<file path="config.mk">
export PLATFORM = sky130hd
export DESIGN_NAME = edge_capture_timer
export DESIGN_NICKNAME = d
export VERILOG_FILES = /design/src/rtl/ect_pkg.sv /design/src/rtl/ect_edge_sync.sv /design/src/rtl/ect_counter.sv /design/src/rtl/ect_capture_slot.sv /design/src/rtl/edge_capture_timer.sv
export SDC_FILE = /design/constraint.sdc
export NUM_CORES = 1
export LEC_CHECK = 0
export BUFFER_PORTS_ARGS = -buffer_cell sky130_fd_sc_hd__buf_2
export CAP_MARGIN = 40
export CORE_AREA = 2 2 91 93
export CTS_CLUSTER_DIAMETER = 80
export CTS_CLUSTER_SIZE = 16
export DETAILED_ROUTE_END_ITERATION = 8
export DIE_AREA = 0 0 93 95
export SLEW_MARGIN = 20
export SYNTH_ARGS = -nofsm -noshare
export SYNTH_HDL_FRONTEND = slang
export SYNTH_HIERARCHICAL = 1
export SYNTH_SLANG_ARGS = --single-unit
</file>
<file path="constraint.sdc">
create_clock -name clk -period 3.89 [get_ports clk]
set_clock_uncertainty 0.05 [all_clocks]
set_input_delay 0.389 -clock clk [delete_from_list [all_inputs] [get_ports clk]]
set_output_delay 0.389 -clock clk [all_outputs]
set_load 0.005 [all_outputs]
</file>
<file path="src/rtl/ect_pkg.sv">
// Shared register addresses and status bit positions for the edge capture timer.
// Assumes a data word of at least seven bits.
package ect_pkg;
    typedef enum logic [2:0] {
        A_CTRL  = 3'd0,
        A_FALL  = 3'd1,
        A_RISE  = 3'd2,
        A_STAT  = 3'd3,
        A_COUNT = 3'd4
    } reg_addr_e;

    localparam int SLOT_FALL = 0;
    localparam int SLOT_RISE = 1;
    localparam int NUM_SLOTS = 2;

    // Status layout: fresh flags, overrun flags, pending flags, wrap flag
    localparam int ST_NEW  = 0;
    localparam int ST_OVR  = 2;
    localparam int ST_PEND = 4;
    localparam int ST_WRAP = 6;

    // Control layout: run bit, then one interrupt enable per slot
    localparam int CT_RUN = 0;
    localparam int CT_IE  = 1;
endpackage

</file>
<file path="src/rtl/ect_edge_sync.sv">
// Synchronises the asynchronous capture pin through a flop chain and emits
// one-cycle falling and rising pulses. Assumes STAGES >= 2; the chain resets
// to IDLE so that an idle pin produces no edge after reset.
module ect_edge_sync #(
    parameter int   STAGES = 2,
    parameter logic IDLE   = 1'b1
) (
    input  logic clk,
    input  logic rst_n,
    input  logic pin,
    output logic fall_o,
    output logic rise_o
);
    logic [STAGES-1:0] chain_q;
    logic              last_q;

    // Shift the pin through the chain and keep the previous synchronised sample
    always_ff @(posedge clk) begin
        if (!rst_n) begin
            chain_q <= {STAGES{IDLE}};
            last_q  <= IDLE;
        end else begin
            chain_q[0] <= pin;
            for (int i = 1; i < STAGES; i++) begin
                chain_q[i] <= chain_q[i-1];
            end
            last_q <= chain_q[STAGES-1];
        end
    end

    // Compare the newest synchronised sample with the previous one
    always_comb begin
        fall_o = last_q & ~chain_q[STAGES-1];
        rise_o = ~last_q & chain_q[STAGES-1];
    end
endmodule

</file>
<file path="src/rtl/ect_counter.sv">
// Free-running up-counter that advances while run is high and flags the
// cycle in which it steps from all ones back to zero.
module ect_counter #(
    parameter int CNT_W = 16
) (
    input  logic             clk,
    input  logic             rst_n,
    input  logic             run,
    output logic [CNT_W-1:0] count_o,
    output logic             wrap_o
);
    logic [CNT_W-1:0] count_q;

    // Advance the count on every enabled clock
    always_ff @(posedge clk) begin
        if (!rst_n) begin
            count_q <= '0;
        end else if (run) begin
            count_q <= count_q + 1'b1;
        end
    end

    // Wrap happens on the edge that leaves the all-ones value while running
    always_comb begin
        wrap_o  = run && (count_q == {CNT_W{1'b1}});
        count_o = count_q;
    end
endmodule

</file>
<file path="src/rtl/ect_capture_slot.sv">
// One capture register with its fresh, overrun and pending flags. A capture
// (hit) always wins over a same-cycle software read or clear.
module ect_capture_slot #(
    parameter int CNT_W = 16
) (
    input  logic             clk,
    input  logic             rst_n,
    input  logic             hit,
    input  logic [CNT_W-1:0] cnt,
    input  logic             rd_hit,
    input  logic             clr_ovr,
    input  logic             clr_pend,
    output logic [CNT_W-1:0] cap_o,
    output logic             new_o,
    output logic             ovr_o,
    output logic             pend_o
);
    logic [CNT_W-1:0] cap_q;
    logic             new_q;
    logic             ovr_q;
    logic             pend_q;

    // Latch the count on a hit
    always_ff @(posedge clk) begin
        if (!rst_n) begin
            cap_q <= '0;
        end else if (hit) begin
            cap_q <= cnt;
        end
    end

    // Fresh flag: set by a hit, consumed by a read strobe
    always_ff @(posedge clk) begin
        if (!rst_n) begin
            new_q <= 1'b0;
        end else if (hit) begin
            new_q <= 1'b1;
        end else if (rd_hit) begin
            new_q <= 1'b0;
        end
    end

    // Overrun flag: a hit over unread data that is not being read now
    always_ff @(posedge clk) begin
        if (!rst_n) begin
            ovr_q <= 1'b0;
        end else if (hit && new_q && !rd_hit) begin
            ovr_q <= 1'b1;
        end else if (clr_ovr) begin
            ovr_q <= 1'b0;
        end
    end

    // Pending flag: set by a hit, cleared by write-one
    always_ff @(posedge clk) begin
        if (!rst_n) begin
            pend_q <= 1'b0;
        end else if (hit) begin
            pend_q <= 1'b1;
        end else if (clr_pend) begin
            pend_q <= 1'b0;
        end
    end

    // Expose the slot state
    always_comb begin
        cap_o  = cap_q;
        new_o  = new_q;
        ovr_o  = ovr_q;
        pend_o = pend_q;
    end
endmodule

</file>
<file path="src/rtl/edge_capture_timer.sv">
// Edge capture timer top: counter, pin synchroniser, one capture slot per
// edge direction, and the register port. Assumes CNT_W >= 7 so the status
// word fits in a data word; read data is combinational from the address.
module edge_capture_timer
    import ect_pkg::*;
#(
    parameter int CNT_W       = 16,
    parameter int SYNC_STAGES = 2
) (
    input  logic             clk,
    input  logic             rst_n,
    input  logic             cap_in,
    input  logic [2:0]       reg_addr,
    input  logic             reg_wr,
    input  logic             reg_rd,
    input  logic [CNT_W-1:0] reg_wdata,
    output logic [CNT_W-1:0] reg_rdata,
    output logic             irq
);
    localparam int DATA_W = CNT_W;
    localparam int STAT_W = ST_WRAP + 1;

    logic                             run_q;
    logic [NUM_SLOTS-1:0]             ie_q;
    logic                             wrap_q;
    logic [CNT_W-1:0]                 count_q;
    logic                             wrap_pulse;
    logic [NUM_SLOTS-1:0]             edge_hit;
    logic [NUM_SLOTS-1:0]             rd_slot;
    logic [NUM_SLOTS-1:0]             clr_ovr;
    logic [NUM_SLOTS-1:0]             clr_pend;
    logic [NUM_SLOTS-1:0][CNT_W-1:0]  cap_val;
    logic [NUM_SLOTS-1:0]             new_q;
    logic [NUM_SLOTS-1:0]             ovr_q;
    logic [NUM_SLOTS-1:0]             pend_q;
    logic                             wr_ctrl;
    logic                             wr_stat;
    logic [STAT_W-1:0]                status;
    logic                             wdata_unused;

    ect_counter #(.CNT_W(CNT_W)) cnt_i (
        .clk     (clk),
        .rst_n   (rst_n),
        .run     (run_q),
        .count_o (count_q),
        .wrap_o  (wrap_pulse)
    );

    ect_edge_sync #(.STAGES(SYNC_STAGES), .IDLE(1'b1)) sync_i (
        .clk    (clk),
        .rst_n  (rst_n),
        .pin    (cap_in),
        .fall_o (edge_hit[SLOT_FALL]),
        .rise_o (edge_hit[SLOT_RISE])
    );

    // Decode register writes
    always_comb begin
        wr_ctrl      = reg_wr && (reg_addr == A_CTRL);
        wr_stat      = reg_wr && (reg_addr == A_STAT);
        wdata_unused = ^reg_wdata[DATA_W-1:STAT_W];
    end

    generate
        for (genvar s = 0; s < NUM_SLOTS; s++) begin : g_slot
            localparam logic [2:0] SLOT_ADDR = (s == SLOT_FALL) ? A_FALL : A_RISE;

            // Per-slot read and write-one-to-clear decode
            always_comb begin
                rd_slot[s]  = reg_rd && (reg_addr == SLOT_ADDR);
                clr_ovr[s]  = wr_stat && reg_wdata[ST_OVR + s];
                clr_pend[s] = wr_stat && reg_wdata[ST_PEND + s];
            end

            ect_capture_slot #(.CNT_W(CNT_W)) slot_i (
                .clk      (clk),
                .rst_n    (rst_n),
                .hit      (edge_hit[s]),
                .cnt      (count_q),
                .rd_hit   (rd_slot[s]),
                .clr_ovr  (clr_ovr[s]),
                .clr_pend (clr_pend[s]),
                .cap_o    (cap_val[s]),
                .new_o    (new_q[s]),
                .ovr_o    (ovr_q[s]),
                .pend_o   (pend_q[s])
            );
        end
    endgenerate

    // Control register: run bit and per-edge interrupt enables
    always_ff @(posedge clk) begin
        if (!rst_n) begin
            run_q <= 1'b0;
            ie_q  <= '0;
        end else if (wr_ctrl) begin
            run_q <= reg_wdata[CT_RUN];
            ie_q  <= reg_wdata[CT_IE +: NUM_SLOTS];
        end
    end

    // Sticky wrap flag, set wins over a write-one clear
    always_ff @(posedge clk) begin
        if (!rst_n) begin
            wrap_q <= 1'b0;
        end else if (wrap_pulse) begin
            wrap_q <= 1'b1;
        end else if (wr_stat && reg_wdata[ST_WRAP]) begin
            wrap_q <= 1'b0;
        end
    end

    // Assemble the status word and the interrupt request
    always_comb begin
        status = {wrap_q, pend_q, ovr_q, new_q};
        irq    = |(pend_q & ie_q);
    end

    // Read data multiplexer
    always_comb begin
        reg_rdata = '0;
        case (reg_addr)
            A_CTRL:  reg_rdata = DATA_W'({ie_q, run_q});
            A_FALL:  reg_rdata = cap_val[SLOT_FALL];
            A_RISE:  reg_rdata = cap_val[SLOT_RISE];
            A_STAT:  reg_rdata = DATA_W'(status);
            A_COUNT: reg_rdata = count_q;
            default: reg_rdata = '0;
        endcase
    end
endmodule

</file>
Word level (Yosys, flattened, before mapping)
Cells that the tools add are included.
{ "op_classes": {"addsub": 1, "eq_ne": 5, "muxes": 15, "bitwise_logic": 5, "reduce_logical": 25} }
{ "op_table": {"columns": ["cell", "n"], "rows": [
  ["16-bit case mux with 5 select lines", 1],
  ["16-bit by 1-bit adder with 16-bit output (second input constant)", 1],
  ["16-bit equality test (second input constant)", 1],
  ["1-bit logical AND", 14],
  ["1-bit two-way mux", 14],
  ["2-bit nonzero test", 7],
  ["3-bit by 2-bit equality test with 1-bit output (second input constant)", 2],
  ["3-bit by 1-bit equality test with 1-bit output (second input constant)", 1],
  ["3-bit equality test (second input constant)", 1],
  ["3-bit zero test", 1],
  ["1-bit AND", 2],
  ["2-bit AND", 1],
  ["1-bit zero test", 2],
  ["1-bit inverter", 2],
  ["2-bit OR reduction", 1]
]} }
{ "word_totals": {"ff_bits": 61, "inputBits": 24, "output_inout_bits": 17, "elab_cells": 65} }

Longest topological paths before layout
{ "depth": {"ltp_word": 5, "ltp_mapped": 6, "mapped_depth_nobuf": 5} }

Hierarchy
The synthesis kept the hierarchy.
{ "by_module_without_submodules": {"columns": ["module", "n_inst", "cells_per_inst", "area_each_um2", "seq_area_each_um2"], "rows": [
  ["ect_capture_slot", 2, 61, 724.4, 380.4],
  ["ect_counter", 1, 84, 789.5, 320.3],
  ["edge_capture_timer", 1, 86, 753.2, 80.1],
  ["ect_edge_sync", 1, 8, 91.3, 60.1]
]} }

Least setup slack after synthesis
No wires, ideal clock.
{ "synth_path": {"path_type": "in2out", "from": "input reg_addr[2]", "to": "output reg_rdata[2]", "arrival_time_ns": 1.168, "required_time_ns": 3.451, "slack_ns": 2.283, "stages": 6, "n_path_buf": 3, "cell_sequence": "buf_6 -> nor2b_1 -> buf_6 -> buf_12 -> a22oi_2 -> o22ai_1"} }
{ "synth_between": {"elab_chain_len": 2, "elab_cells_between_ends": 6, "cone_classes": "eq/ne (4); mux (1); reduce/logical (1)"} }
{ "synth_rtl": {"columns": ["element", "line_no", "source"], "rows": [
  ["start, declared", "edge_capture_timer.sv:13", "input logic [2:0] reg_addr,"],
  ["3-bit equality test, or another cell as far along", "edge_capture_timer.sv:122", "case (reg_addr)"],
  ["16-bit case mux with 5 select lines *", "edge_capture_timer.sv:122", null],
  ["end, declared", "edge_capture_timer.sv:17", "output logic [CNT_W-1:0] reg_rdata,"]
]} }
Every way passes the cells marked *; elsewhere a longest branch is shown, timed or not.

Final worst setup path
{ "layout_path": {"from": "input reg_addr[0]", "to": "output reg_rdata[12]"} }
Same word-level chain as after synthesis.

==> impl_metrics.env <==
export IMPL_status="completed"
export IMPL_cpPeakStageDelay_ns=0.73
export IMPL_yosysUniqueCellTypes=42
export IMPL_numPortBuffers=31
export IMPL_h_tree_depth=3
export IMPL_cp_cell_sequence="buf_2 > nor2b_1 > buf_4 > a22oi_1 > o21ai_0 > buf_2"
export IMPL_reg2reg_from="cnt_i/count_o[0]$_SDFFE_PN0P_"
export IMPL_synth_edf_count=0
export IMPL_cts_hold_buf=0
export IMPL_ios=41
export IMPL_fp_dieH_microns=95
export IMPL_overflow=0
export IMPL_netlist_top_cells_area="dfxtp_1, mux2i_1, nor2b_1"
export IMPL_final_common_cell="dfxtp_1"
export IMPL_maxCapViolCount=0
export IMPL_clkTransAtPathRegs_ns=0.07
export IMPL_leakagePower_uw=0.00126
export IMPL_setup_tns_ns=0
export IMPL_ff2ff_setup_slack_ns=1.96
export IMPL_finalCriticalPeriod_ns=2.64
export IMPL_postRouteAntennaNets=0
export IMPL_tightest_slew_ns=0.833
export IMPL_nNetsFinal=354
export IMPL_utilization=0.441
export IMPL_dpl_worst_slack_ns=1.25
export IMPL_maxSlewHeadroom=0.443
export IMPL_postSynthAreaPerCell_sq_um=10.3
export IMPL_drt_initial_drc_count=81
export IMPL_cp_arrival_ns=2.20
export IMPL_yosys_warnings=6
export IMPL_die_w_microns=93
export IMPL_dp_hpwl_microns=4300
export IMPL_core_sq_mm=0.00793
export IMPL_drt_wirelength_per_cell_microns=14.9
export IMPL_cts_setup_buffers=0
export IMPL_synth_area_sq_mm=0.00308
export IMPL_synth_nets=325
export IMPL_netlist_instances=300
export IMPL_netlist_area_leader_share=0.396
export IMPL_cts_resized=0
export IMPL_vias=2192
export IMPL_grt_max_degree=45
export IMPL_async_reset_ff_frac=0
export IMPL_grt_use_total=0.156
export IMPL_slew_violations=0
export IMPL_via_per_inst=4.99
export IMPL_cp_max_fo=15
export IMPL_cts_buffers=9
export IMPL_dieArea_sq_mm=0.00884
export IMPL_clock_path_buffers=2
export IMPL_drtPass1Iterations=4
export IMPL_required_ns=3.45
export IMPL_vdd_drop_max_mv=0.151
export IMPL_hold_path_depth=2
export IMPL_clk_latency_ns=0.32
export IMPL_initial_core_util=0.389
export IMPL_seq_area_frac_synth=0.396
export IMPL_endpoint_kind="output port"
export IMPL_grt_pass1_wl_microns=10800
export IMPL_p_total_uw=1390
export IMPL_synth_top_area_cell="dfxtp_1"
export IMPL_syn2layout_area_growth_pct=13.4
export IMPL_startpoint_type="input port"
export IMPL_hold_viol=0
export IMPL_cpMaxStageDelayCell="nor2b_1"
export IMPL_setup_ws_ns=1.25
export IMPL_path_class="in2out"
export IMPL_max_clock_freq_mhz=379
export IMPL_cts_tree="yes"
export IMPL_cp_top_family="buffers and inverters"
export IMPL_min_path_type="in2reg"
export IMPL_crit_buf_inv=3
export IMPL_grt_pass1_vias=2161
export IMPL_hold_start="reg_wdata[6]"
export IMPL_synth_ff_type="dfxtp_1"
export IMPL_yosys_register_bits=61
export IMPL_wl_microns=6540
export IMPL_setup_viol=0
export IMPL_cpMostUsedCell="buf_2"
export IMPL_final_period_utilization=0.678
export IMPL_reg2reg_to="wrap_q$_SDFFE_PN0P_"
export IMPL_reg2reg_depth=5
export IMPL_fillers=799
export IMPL_min_to="wrap_q$_SDFFE_PN0P_"
export IMPL_rsz0062_at_grt="no"
export IMPL_antenna_found_initial=0
export IMPL_power_density_mw_per_mm2=399
export IMPL_cts_sinks=61
export IMPL_rows=33
export IMPL_cts_root_buffer="clkbuf_8"
export IMPL_drive_gt1_frac=0.225
export IMPL_gp_congestion=0.791
export IMPL_mostFrequentLayoutCells="dfxtp_1, mux2i_1, nor2b_1, buf_2, nand2_1"
export IMPL_drc=0
export IMPL_n_antenna_cell=0
export IMPL_cp_depth=6
how the worst max path moves through the flow:
| stage | startpoint | end |
|---|---|---|
| finish | reg_addr[0] | reg_rdata[12] |
| global route | reg_addr[0] | reg_rdata[9] |
| CTS | reg_addr[0] | reg_rdata[12] |
| floorplan | reg_addr[2] | reg_rdata[2] |
| detailed placement | reg_addr[0] | reg_rdata[12] |
| global placement | reg_addr[0] | reg_rdata[0] |
area by class of cell:
cell class / instances / area (sq um) / share of cell area
inverters: 3 / 11.3 / 0.00322
clock buffers: 12 / 145 / 0.0415
repair buffers: 37 / 220 / 0.0630
clock inverters: 4 / 95.1 / 0.0272
well taps: 105 / 131 / 0.0376
flip-flops and latches: 61 / 1220 / 0.349
multi-input cells: 217 / 1670 / 0.478
power by group:
part           switching [uW]  total, uW  internal [uW]
sequential               3.87        632            629
clock                     243        686            443
combinational            42.6       74.5           31.9
total                     289       1390           1100
per-stage QoR:
| step | instances | hold slack (ns) | instance area [sq um] |
|---|---|---|---|
| 3_5_place_dp | 423 | 0.362 | 3250 |
| 6_report | 439 | 0.200 | 3490 |
| 2_1_floorplan | 300 | 0.336 | 3080 |
| 4_1_cts | 439 | 0.189 | 3490 |
| 3_3_place_gp | 421 | 0.354 | 3220 |
| 5_1_grt | 439 | 0.187 | 3490 |
logic make-up after synthesis:
group / count (synthesis) / synth area share
and+or+nand+nor: 112 / 0.236
DFF: 61 / 0.396
AOI/OAI and AO/OA: 48 / 0.121
muxes: 46 / 0.151
buffers and inverters: 22 / 0.0637
xor gates and xnor gates: 10 / 0.0284
adders and majority gates: 1 / 0.00406
flip-flops by register name (all words and copies together), names as in the netlist:
signal / flops
run_q: 1
g_slot.slot_i/ovr_o: 2
wrap_q: 1
sync_i/chain_q: 2
ie_q: 2
cnt_i/count_o: 16
sync_i/last_q: 1
g_slot.slot_i/new_o: 2
g_slot.slot_i/pend_o: 2
g_slot.slot_i/cap_o: 32
synthesized netlist by cell type, types with 4 or more instances:
master,count
nand3_1,7
o21ai_0,8
dfxtp_1,61
xnor2_1,7
o21a_1,4
nor2b_1,44
nand2_1,16
nand2b_1,7
buf_12,4
a22oi_1,9
buf_6,5
o21ai_1,4
o22ai_1,7
clkbuf_1,7
and2_1,15
a22oi_2,10
mux2i_1,43
layer usage:
metal / GRT usage / wire (microns)
met5: 0 / 0
met4: 0.0772 / 85
met3: 0.0263 / 148
met2: 0.255 / 3100
met1: 0.199 / 3200
No activity file was read; power rests on OpenSTA's default activity.
